==> config.mk <==
export PLATFORM = sky130hd
export DESIGN_NAME = tcp_timed_copro
export DESIGN_NICKNAME = d
export VERILOG_FILES = /design/src/rtl/tcp_pkg.sv /design/src/rtl/tcp_regfile.sv /design/src/rtl/tcp_decode.sv /design/src/rtl/tcp_line_timer.sv /design/src/rtl/tcp_timed_copro.sv
export SDC_FILE = /design/constraint.sdc
export NUM_CORES = 2
export LEC_CHECK = 0
export BUFFER_PORTS_ARGS = -buffer_cell sky130_fd_sc_hd__buf_2
export CAP_MARGIN = 10
export CORE_MARGIN = 1
export CORE_UTILIZATION = 30
export DETAILED_ROUTE_END_ITERATION = 10
export SLEW_MARGIN = 10
export SYNTH_ARGS = -nofsm -noshare
export SYNTH_HDL_FRONTEND = slang
export SYNTH_SLANG_ARGS = --single-unit
==> constraint.sdc <==
create_clock -name clk -period 11.2 [get_ports clk]
set_input_delay 1.68 -clock clk [delete_from_list [all_inputs] [get_ports clk]]
set_output_delay 1.68 -clock clk [all_outputs]
set_load 0.02 [all_outputs]
==> src/rtl/tcp_pkg.sv <==
package tcp_pkg;

    typedef enum logic [2:0] {
        K_MOVE_TO   = 3'd0,
        K_MOVE_FROM = 3'd1,
        K_LOAD      = 3'd2,
        K_STORE     = 3'd3,
        K_OP        = 3'd4
    } kind_e;

    typedef enum logic [1:0] {
        PH_FIRST = 2'd0,
        PH_BUSY  = 2'd1,
        PH_DATA  = 2'd2,
        PH_RSVD  = 2'd3
    } phase_e;

    typedef enum logic [1:0] {
        R_DONE = 2'd0,
        R_BUSY = 2'd1,
        R_INC  = 2'd2,
        R_CANT = 2'd3
    } resp_e;

    typedef enum logic [1:0] {
        W_RN = 2'd0,
        W_RD = 2'd1,
        W_RM = 2'd2
    } wsel_e;

    localparam int NLINES = 2;

    typedef struct packed {
        logic              we;
        wsel_e             wsel;
        logic              wsrc_cnt;
        logic              rd_en;
        logic              rd_from_rd;
        logic              beat_clr;
        logic              beat_inc;
        logic              fin_ld;
        logic [NLINES-1:0] sched;
        logic [NLINES-1:0] rel;
    } act_t;

endpackage

==> src/rtl/tcp_regfile.sv <==
module tcp_regfile #(
    parameter int NREG = 16,
    parameter int DW   = 32,
    localparam int IW  = $clog2(NREG)
) (
    input  logic          clk,
    input  logic          rst_n,
    input  logic          we,
    input  logic [IW-1:0] widx,
    input  logic [DW-1:0] wdata,
    input  logic [IW-1:0] ra_idx,
    output logic [DW-1:0] ra_data,
    input  logic [IW-1:0] rb_idx,
    output logic [DW-1:0] rb_data
);
    logic [DW-1:0] regs_d [NREG];
    logic [DW-1:0] regs_q [NREG];

    always_comb begin
        for (int i = 0; i < NREG; i++) regs_d[i] = regs_q[i];
        if (we) regs_d[widx] = wdata;
    end

    always_ff @(posedge clk or negedge rst_n) begin
        if (!rst_n) begin
            for (int i = 0; i < NREG; i++) regs_q[i] <= '0;
        end else begin
            for (int i = 0; i < NREG; i++) regs_q[i] <= regs_d[i];
        end
    end

    assign ra_data = regs_q[ra_idx];
    assign rb_data = regs_q[rb_idx];

endmodule

==> src/rtl/tcp_decode.sv <==
module tcp_decode
    import tcp_pkg::*;
(
    input  logic   valid,
    input  logic   unit,
    input  kind_e  kind,
    input  phase_e phase,
    input  logic [3:0] opc,
    input  logic   lng,
    input  logic   op_zero,
    input  logic   wait_hit,
    input  logic   beat_last,
    output resp_e  resp,
    output act_t   act
);
    always_comb begin
        resp = R_DONE;
        act  = '0;
        if (valid) begin
            case (kind)
                K_MOVE_TO: begin
                    act.we   = 1'b1;
                    act.wsel = W_RN;
                end
                K_MOVE_FROM: act.rd_en = 1'b1;
                K_LOAD, K_STORE: begin
                    if (unit) begin
                        resp = R_CANT;
                    end else if (phase != PH_DATA) begin
                        act.beat_clr = 1'b1;
                    end else begin
                        if (kind == K_LOAD) begin
                            act.we   = 1'b1;
                            act.wsel = W_RD;
                        end else begin
                            act.rd_en      = 1'b1;
                            act.rd_from_rd = 1'b1;
                        end
                        if (lng && !beat_last) begin
                            resp         = R_INC;
                            act.beat_inc = 1'b1;
                        end
                    end
                end
                K_OP: begin
                    if (opc == 4'd0) begin
                        case (phase)
                            PH_FIRST: begin
                                act.fin_ld = 1'b1;
                                resp = op_zero ? R_DONE : R_BUSY;
                            end
                            PH_BUSY: resp = wait_hit ? R_DONE : R_BUSY;
                            default: resp = R_CANT;
                        endcase
                    end else if (!unit) begin
                        resp = R_CANT;
                    end else begin
                        case (opc)
                            4'd1: act.sched[0] = 1'b1;
                            4'd2: act.sched[1] = 1'b1;
                            4'd3: act.rel[0]   = 1'b1;
                            4'd4: act.rel[1]   = 1'b1;
                            4'd5: begin
                                act.we       = 1'b1;
                                act.wsel     = W_RM;
                                act.wsrc_cnt = 1'b1;
                            end
                            default: resp = R_CANT;
                        endcase
                    end
                end
                default: resp = R_CANT;
            endcase
        end
    end

endmodule

==> src/rtl/tcp_line_timer.sv <==
module tcp_line_timer #(
    parameter int CNT_W = 32
) (
    input  logic             clk,
    input  logic             rst_n,
    input  logic [CNT_W-1:0] cnt,
    input  logic [CNT_W-1:0] delay,
    input  logic             sched,
    input  logic             rel,
    output logic             line_n
);
    typedef struct packed {
        logic             pend;
        logic [CNT_W-1:0] due;
        logic             line;
    } tstate_t;

    tstate_t st_d, st_q;
    logic [CNT_W-1:0] gap;
    logic             fire;

    assign gap  = cnt - st_q.due;
    assign fire = st_q.pend && !gap[CNT_W-1];

    always_comb begin
        st_d = st_q;
        if (sched) begin
            st_d.pend = (delay != '0);
            st_d.due  = cnt + delay;
            if (delay == '0) st_d.line = 1'b0;
        end else if (fire) begin
            st_d.pend = 1'b0;
            st_d.line = 1'b0;
        end
        if (rel) st_d.line = 1'b1;
    end

    always_ff @(posedge clk or negedge rst_n) begin
        if (!rst_n) begin
            st_q <= '{pend: 1'b0, due: '0, line: 1'b1};
        end else begin
            st_q <= st_d;
        end
    end

    assign line_n = st_q.line;

    p_release_high_r8: assert property (@(posedge clk) disable iff (!rst_n)
        rel |=> line_n);
    p_zero_low_r7: assert property (@(posedge clk) disable iff (!rst_n)
        (sched && delay == '0 && !rel) |=> !line_n);
    p_hold_low_r7: assert property (@(posedge clk) disable iff (!rst_n)
        (!line_n && !rel) |=> !line_n);

endmodule

==> src/rtl/tcp_timed_copro.sv <==
module tcp_timed_copro
    import tcp_pkg::*;
#(
    parameter int NREG  = 16,
    parameter int DW    = 32,
    parameter int CNT_W = 32,
    parameter int BURST = 5,
    localparam int IW   = $clog2(NREG),
    localparam int BW   = $clog2(BURST + 1)
) (
    input  logic          clk,
    input  logic          rst_n,
    input  logic          req_valid,
    input  logic          req_unit,
    input  logic [2:0]    req_kind,
    input  logic [1:0]    req_phase,
    input  logic [3:0]    req_opc,
    input  logic [IW-1:0] req_rn,
    input  logic [IW-1:0] req_rd,
    input  logic [IW-1:0] req_rm,
    input  logic          req_long,
    input  logic [DW-1:0] wr_data,
    output logic [1:0]    resp,
    output logic [DW-1:0] rd_data,
    output logic          fiq_n,
    output logic          irq_n
);
    typedef struct packed {
        logic [CNT_W-1:0] cnt;
        logic [CNT_W-1:0] fin;
        logic [BW-1:0]    beat;
    } core_t;

    core_t st_d, st_q;
    resp_e resp_w;
    act_t  act;

    logic [DW-1:0]    ra_data, rb_data, wdata;
    logic [IW-1:0]    widx, ra_idx;
    logic [CNT_W-1:0] delay, wait_gap;
    logic             op_zero, wait_hit, beat_last;
    logic [NLINES-1:0] line_n;

    assign delay     = rb_data[CNT_W-1:0];
    assign op_zero   = (delay == '0);
    assign wait_gap  = st_q.cnt - st_q.fin;
    assign wait_hit  = !wait_gap[CNT_W-1];
    assign beat_last = (st_q.beat == BW'(BURST - 1));

    tcp_decode u_dec (
        .valid     (req_valid),
        .unit      (req_unit),
        .kind      (kind_e'(req_kind)),
        .phase     (phase_e'(req_phase)),
        .opc       (req_opc),
        .lng       (req_long),
        .op_zero   (op_zero),
        .wait_hit  (wait_hit),
        .beat_last (beat_last),
        .resp      (resp_w),
        .act       (act)
    );

    always_comb begin
        case (act.wsel)
            W_RD:    widx = req_rd;
            W_RM:    widx = req_rm;
            default: widx = req_rn;
        endcase
        wdata  = act.wsrc_cnt ? DW'(st_q.cnt) : wr_data;
        ra_idx = act.rd_from_rd ? req_rd : req_rn;
    end

    tcp_regfile #(.NREG(NREG), .DW(DW)) u_regs (
        .clk     (clk),
        .rst_n   (rst_n),
        .we      (act.we),
        .widx    (widx),
        .wdata   (wdata),
        .ra_idx  (ra_idx),
        .ra_data (ra_data),
        .rb_idx  (req_rm),
        .rb_data (rb_data)
    );

    always_comb begin
        st_d     = st_q;
        st_d.cnt = st_q.cnt + 1'b1;
        if (act.fin_ld)   st_d.fin  = st_q.cnt + delay;
        if (act.beat_clr) st_d.beat = '0;
        else if (act.beat_inc) st_d.beat = st_q.beat + 1'b1;
    end

    always_ff @(posedge clk or negedge rst_n) begin
        if (!rst_n) st_q <= '0;
        else        st_q <= st_d;
    end

    for (genvar g = 0; g < NLINES; g++) begin : g_line
        tcp_line_timer #(.CNT_W(CNT_W)) u_tmr (
            .clk    (clk),
            .rst_n  (rst_n),
            .cnt    (st_q.cnt),
            .delay  (delay),
            .sched  (act.sched[g]),
            .rel    (act.rel[g]),
            .line_n (line_n[g])
        );
    end

    assign fiq_n   = line_n[0];
    assign irq_n   = line_n[1];
    assign resp    = resp_w;
    assign rd_data = act.rd_en ? ra_data : '0;

    p_unit1_mem_cant_r3: assert property (@(posedge clk) disable iff (!rst_n)
        (req_valid && req_unit && (req_kind == 3'd2 || req_kind == 3'd3))
        |-> resp == 2'd3);
    p_burst_len_r4: assert property (@(posedge clk) disable iff (!rst_n)
        (resp == 2'd2) |-> st_q.beat < BW'(BURST - 1));
    p_wait_zero_r5: assert property (@(posedge clk) disable iff (!rst_n)
        (req_valid && req_kind == 3'd4 && req_opc == 4'd0 && req_phase == 2'd0
         && rb_data[CNT_W-1:0] == '0) |-> resp == 2'd0);
    p_cant_quiet_r6: assert property (@(posedge clk) disable iff (!rst_n)
        (resp == 2'd3) |-> (rd_data == '0) ##1 ($stable(fiq_n) && $stable(irq_n)));
    p_cnt_step_r11: assert property (@(posedge clk) disable iff (!rst_n)
        1'b1 |=> st_q.cnt == $past(st_q.cnt) + 1'b1);

endmodule

==> results.txt <==
----------------------------------------------------
[Status]
  Run status ... finished, final reports clean

[Final layout]
  Fraction of layout cells with a size suffix above 1 ... 0.171
  Most common library cell in the layout ignoring fill and taps ... dfrtp_1
  Util after Layout ... 0.341
  Most used cells in the layout excluding fill and tap cells ... dfrtp_1, a21oi_1, nor2_1
  Seq. cell area ... 0.0162 mm2
  Post-route standard cell area excluding fillers ... 0.0408 mm2
  Multi-input gate area ... 0.0186 mm2
  Area overhead of the layout relative to synthesis ... 12.7%
  Post-layout instance count excluding filler cells ... 5090
  Fill cell total of the finished layout ... 12008
  Net count of the finished layout ... 3604

[Synthesis]
  Dominant synthesized flop cell ... dfrtp_1
  Mapped Area ... 0.0362 mm2
  EDFF count, synth ... 0
  Total number of yosys warnings ... 0
  Share of flip-flops with an asynchronous set or reset after synthesis ... 1.00
  Mean instance size in the synthesized netlist ... 10.6 um2
  Syn_nets ... 3613
  Yosys reg bits ... 647
  Gate Count Post-Synth ... 3428
  Register area share after synthesis ... 0.447
  Unique masters post-synth ... 67

[Global route]
  Congestion Overflow GR ... 0
  Overall Global Routing Usage ... 0.188
  Wire length of the first global-routing pass ... 174000 um
  Maximum number of pins on one net before global-route repair ... 167
  Number of antenna violations at the first check in global routing ... 6
  Via count of the first global-routing pass ... 27102

[Timing]
  Maximum operating frequency ... 0.134 GHz
  Setup violations, final ... 0
  Number of slew-limit violations in the final report ... 0
  Worst slew pin tran ... 1120 ps
  Setup total negative slack ... 0 ps
  Final hold violation count ... 0
  Shortest period the worst path allows ... 7470 ps
  Setup repair after global routing missed its margin ... false
  Headroom to the max-slew limit ... 0.236
  Final setup skew ... 30.5 ps
  Final period util ... 0.667

[Clock tree]
  CTS clk-pin slew, worst paths ... 60 ps
  Post-CTS Hold Fix Bufs ... 0
  Htree depth ... 3
  Clock net sink count ... 647
  Num CTS Buffers ... 73
  Number of setup buffers added after CTS ... 0
  Maximum count of clock buffers along a single path ... 3
  TritonCTS clock tree ... yes
  CTS Root Buffer Type ... clkbuf_16
  Resized cells post-CTS ... 0
  Clock Latency Late Sink ... 640 ps

[Route]
  Via density per instance ... 5.43
  Final routed DRC violation total ... 0
  Total length of routed wires ... 114000 um
  First drt pass iteration count ... 6
  DR WL/cell ... 22.4 um
  Via count ... 27653
  Iteration-0 DRC Markers ... 2651
  Number of routed nets with antenna violations ... 0

[Worst setup path]
  Data required, critical path ... 9520 ps
  Cell family with the largest share of critical-path delay ... buffers and inverters
  Worst path cell trace ... buf_6 > buf_4 > mux4_2 > a22oi_1 > nand2_1 > or4bb_1 > nor4_1 > nand4_1 > a21oi_1 > a21oi_1 > buf_2
  Cell repeated most along the worst path ... a21oi_1
  Max incr delay on CP ... 810 ps
  Type of destination of the critical path ... output port
  CP arrival ... 5790 ps
  Max stage delay cell, worst path ... buf_4
  Worst setup SP type ... input port
  Largest fanout of any net on the critical path ... 62
  Buffer and inverter count on the worst path ... 3
  Kind of critical path ... in -> out

[Place]
  Routability Congestion ... 0.917
  Placed instance area ... 0.0383 mm2
  Cell total after placement ... 4955
  DPL Wire Length ... 71600 um
  IO buf count ... 93

[Power and ir drop]
  Power per Cell Area ... 148 mW/mm2
  Cell leakage power ... 18.4 nW
  Maximum VDD drop ... 119 uV

[Flow run]
  Maximum capacitance violations ... 0

[Floorplan]
  Chip Width ... 350 um
  Number of placement rows ... 127
  Area inside the core boundary ... 0.120 mm2
  DIE AREA ... 0.122 mm2
  Num ports ... 94
  Starting Density ... 0.302
  Vert. Die Dim ... 350 um

[Min path]
  Classification of the worst-slack hold path ... reg -> reg

----------------------------------------------------
[registers in the layout (all words and copies together) (netlist names)]
register             flops
u_regs.regs_q          512
g_line.u_tmr.line_n      2
st_q                    67
g_line.u_tmr.st_q       66
[synth_stat cells, types with 11 or more instances]
library cell | n | area (um2)
xnor2_1 | 41 | 359
mux4_2 | 249 | 5610
clkbuf_1 | 130 | 488
mux2i_1 | 106 | 1060
o22ai_1 | 12 | 75.1
a21o_1 | 26 | 195
nand2b_1 | 16 | 100
a211oi_1 | 72 | 541
nand2_1 | 157 | 589
o21ai_0 | 101 | 505
dfrtp_1 | 645 | 16100
a22oi_1 | 36 | 270
a221oi_1 | 13 | 114
mux2_2 | 25 | 282
buf_1 | 16 | 60.1
ha_1 | 126 | 1580
a21oi_1 | 583 | 2920
inv_1 | 109 | 409
o21a_1 | 16 | 120
and3_1 | 11 | 68.8
nand3_1 | 44 | 220
xor2_1 | 19 | 166
buf_2 | 85 | 425
nor2_1 | 555 | 2080
nor2b_1 | 46 | 288
nand4_1 | 24 | 150
buf_6 | 14 | 158
[tightest hold or removal path: stages, from the launching register on]
cell     delay [ps]
dfrtp_1         340
nand2_1          50
nand2_1          50
[final cells by class]
type	count	area share
Inverter	109	0.0100
Clock inverter	24	0.00760
Multi-Input combinational cell	2418	0.454
Timing Repair Buffer	170	0.0282
Tap cell	1612	0.0494
Clock buffer	109	0.0536
Antenna cell	1	0.0000613
Sequential cell	647	0.397
[power breakdown]
| part | switching (mW) | internal [mW] | leakage, nW |
|---|---|---|---|
| combinational | 0.458 | 0.369 | 8.56 |
| sequential | 0.147 | 2.53 | 8.65 |
| clock | 1.01 | 1.51 | 1.23 |
[metal layers]
layer | track usage | part of all wire | routed length (um)
met4 | 0.0705 | 0.037 | 4170
met3 | 0.0430 | 0.084 | 9540
met5 | 0 | 0.00028 | 32
met1 | 0.257 | 0.43 | 49100
met2 | 0.288 | 0.45 | 51400
[metrics by stage]
stage	total power [mW]	hold slack (ps)	worst slack [ps]
floorplan	3.25	438	5430
global placement	3.51	456	3090
detailed placement	3.53	460	3090
CTS	6.06	479	3060
global route	6.27	495	3470
finish	6.03	472	3730
[cells by family after synthesis]
logic type,share of synthesized area
DFF,0.447
AOI/OAI and AO/OA,0.143
adders and majority gates,0.0441
xor gates and xnor gates,0.0145
and+or+nand+nor,0.115
muxes,0.192
buffers and inverters,0.0444
[final timing paths]
kind | start | to | slack [ps] | depth (start not counted)
worst min-delay path | g_line[0].u_tmr.st_q[1] | g_line[0].u_tmr.st_q[1] | 470 | 2
min in group asynchronous | rst_n | u_regs.regs_q[317] | 1180 | 1
max in group asynchronous | rst_n | u_regs.regs_q[306] | 8450 | 2
worst max-delay path | req_rm[1] | resp[0] | 3730 | 11
worst max register to register | u_regs.regs_q[328] | st_q[30] | 6850 | 12
worst min register to register | g_line[0].u_tmr.st_q[1] | g_line[0].u_tmr.st_q[1] | 470 | 2
Note: power is estimated with default switching activity, not from simulation.
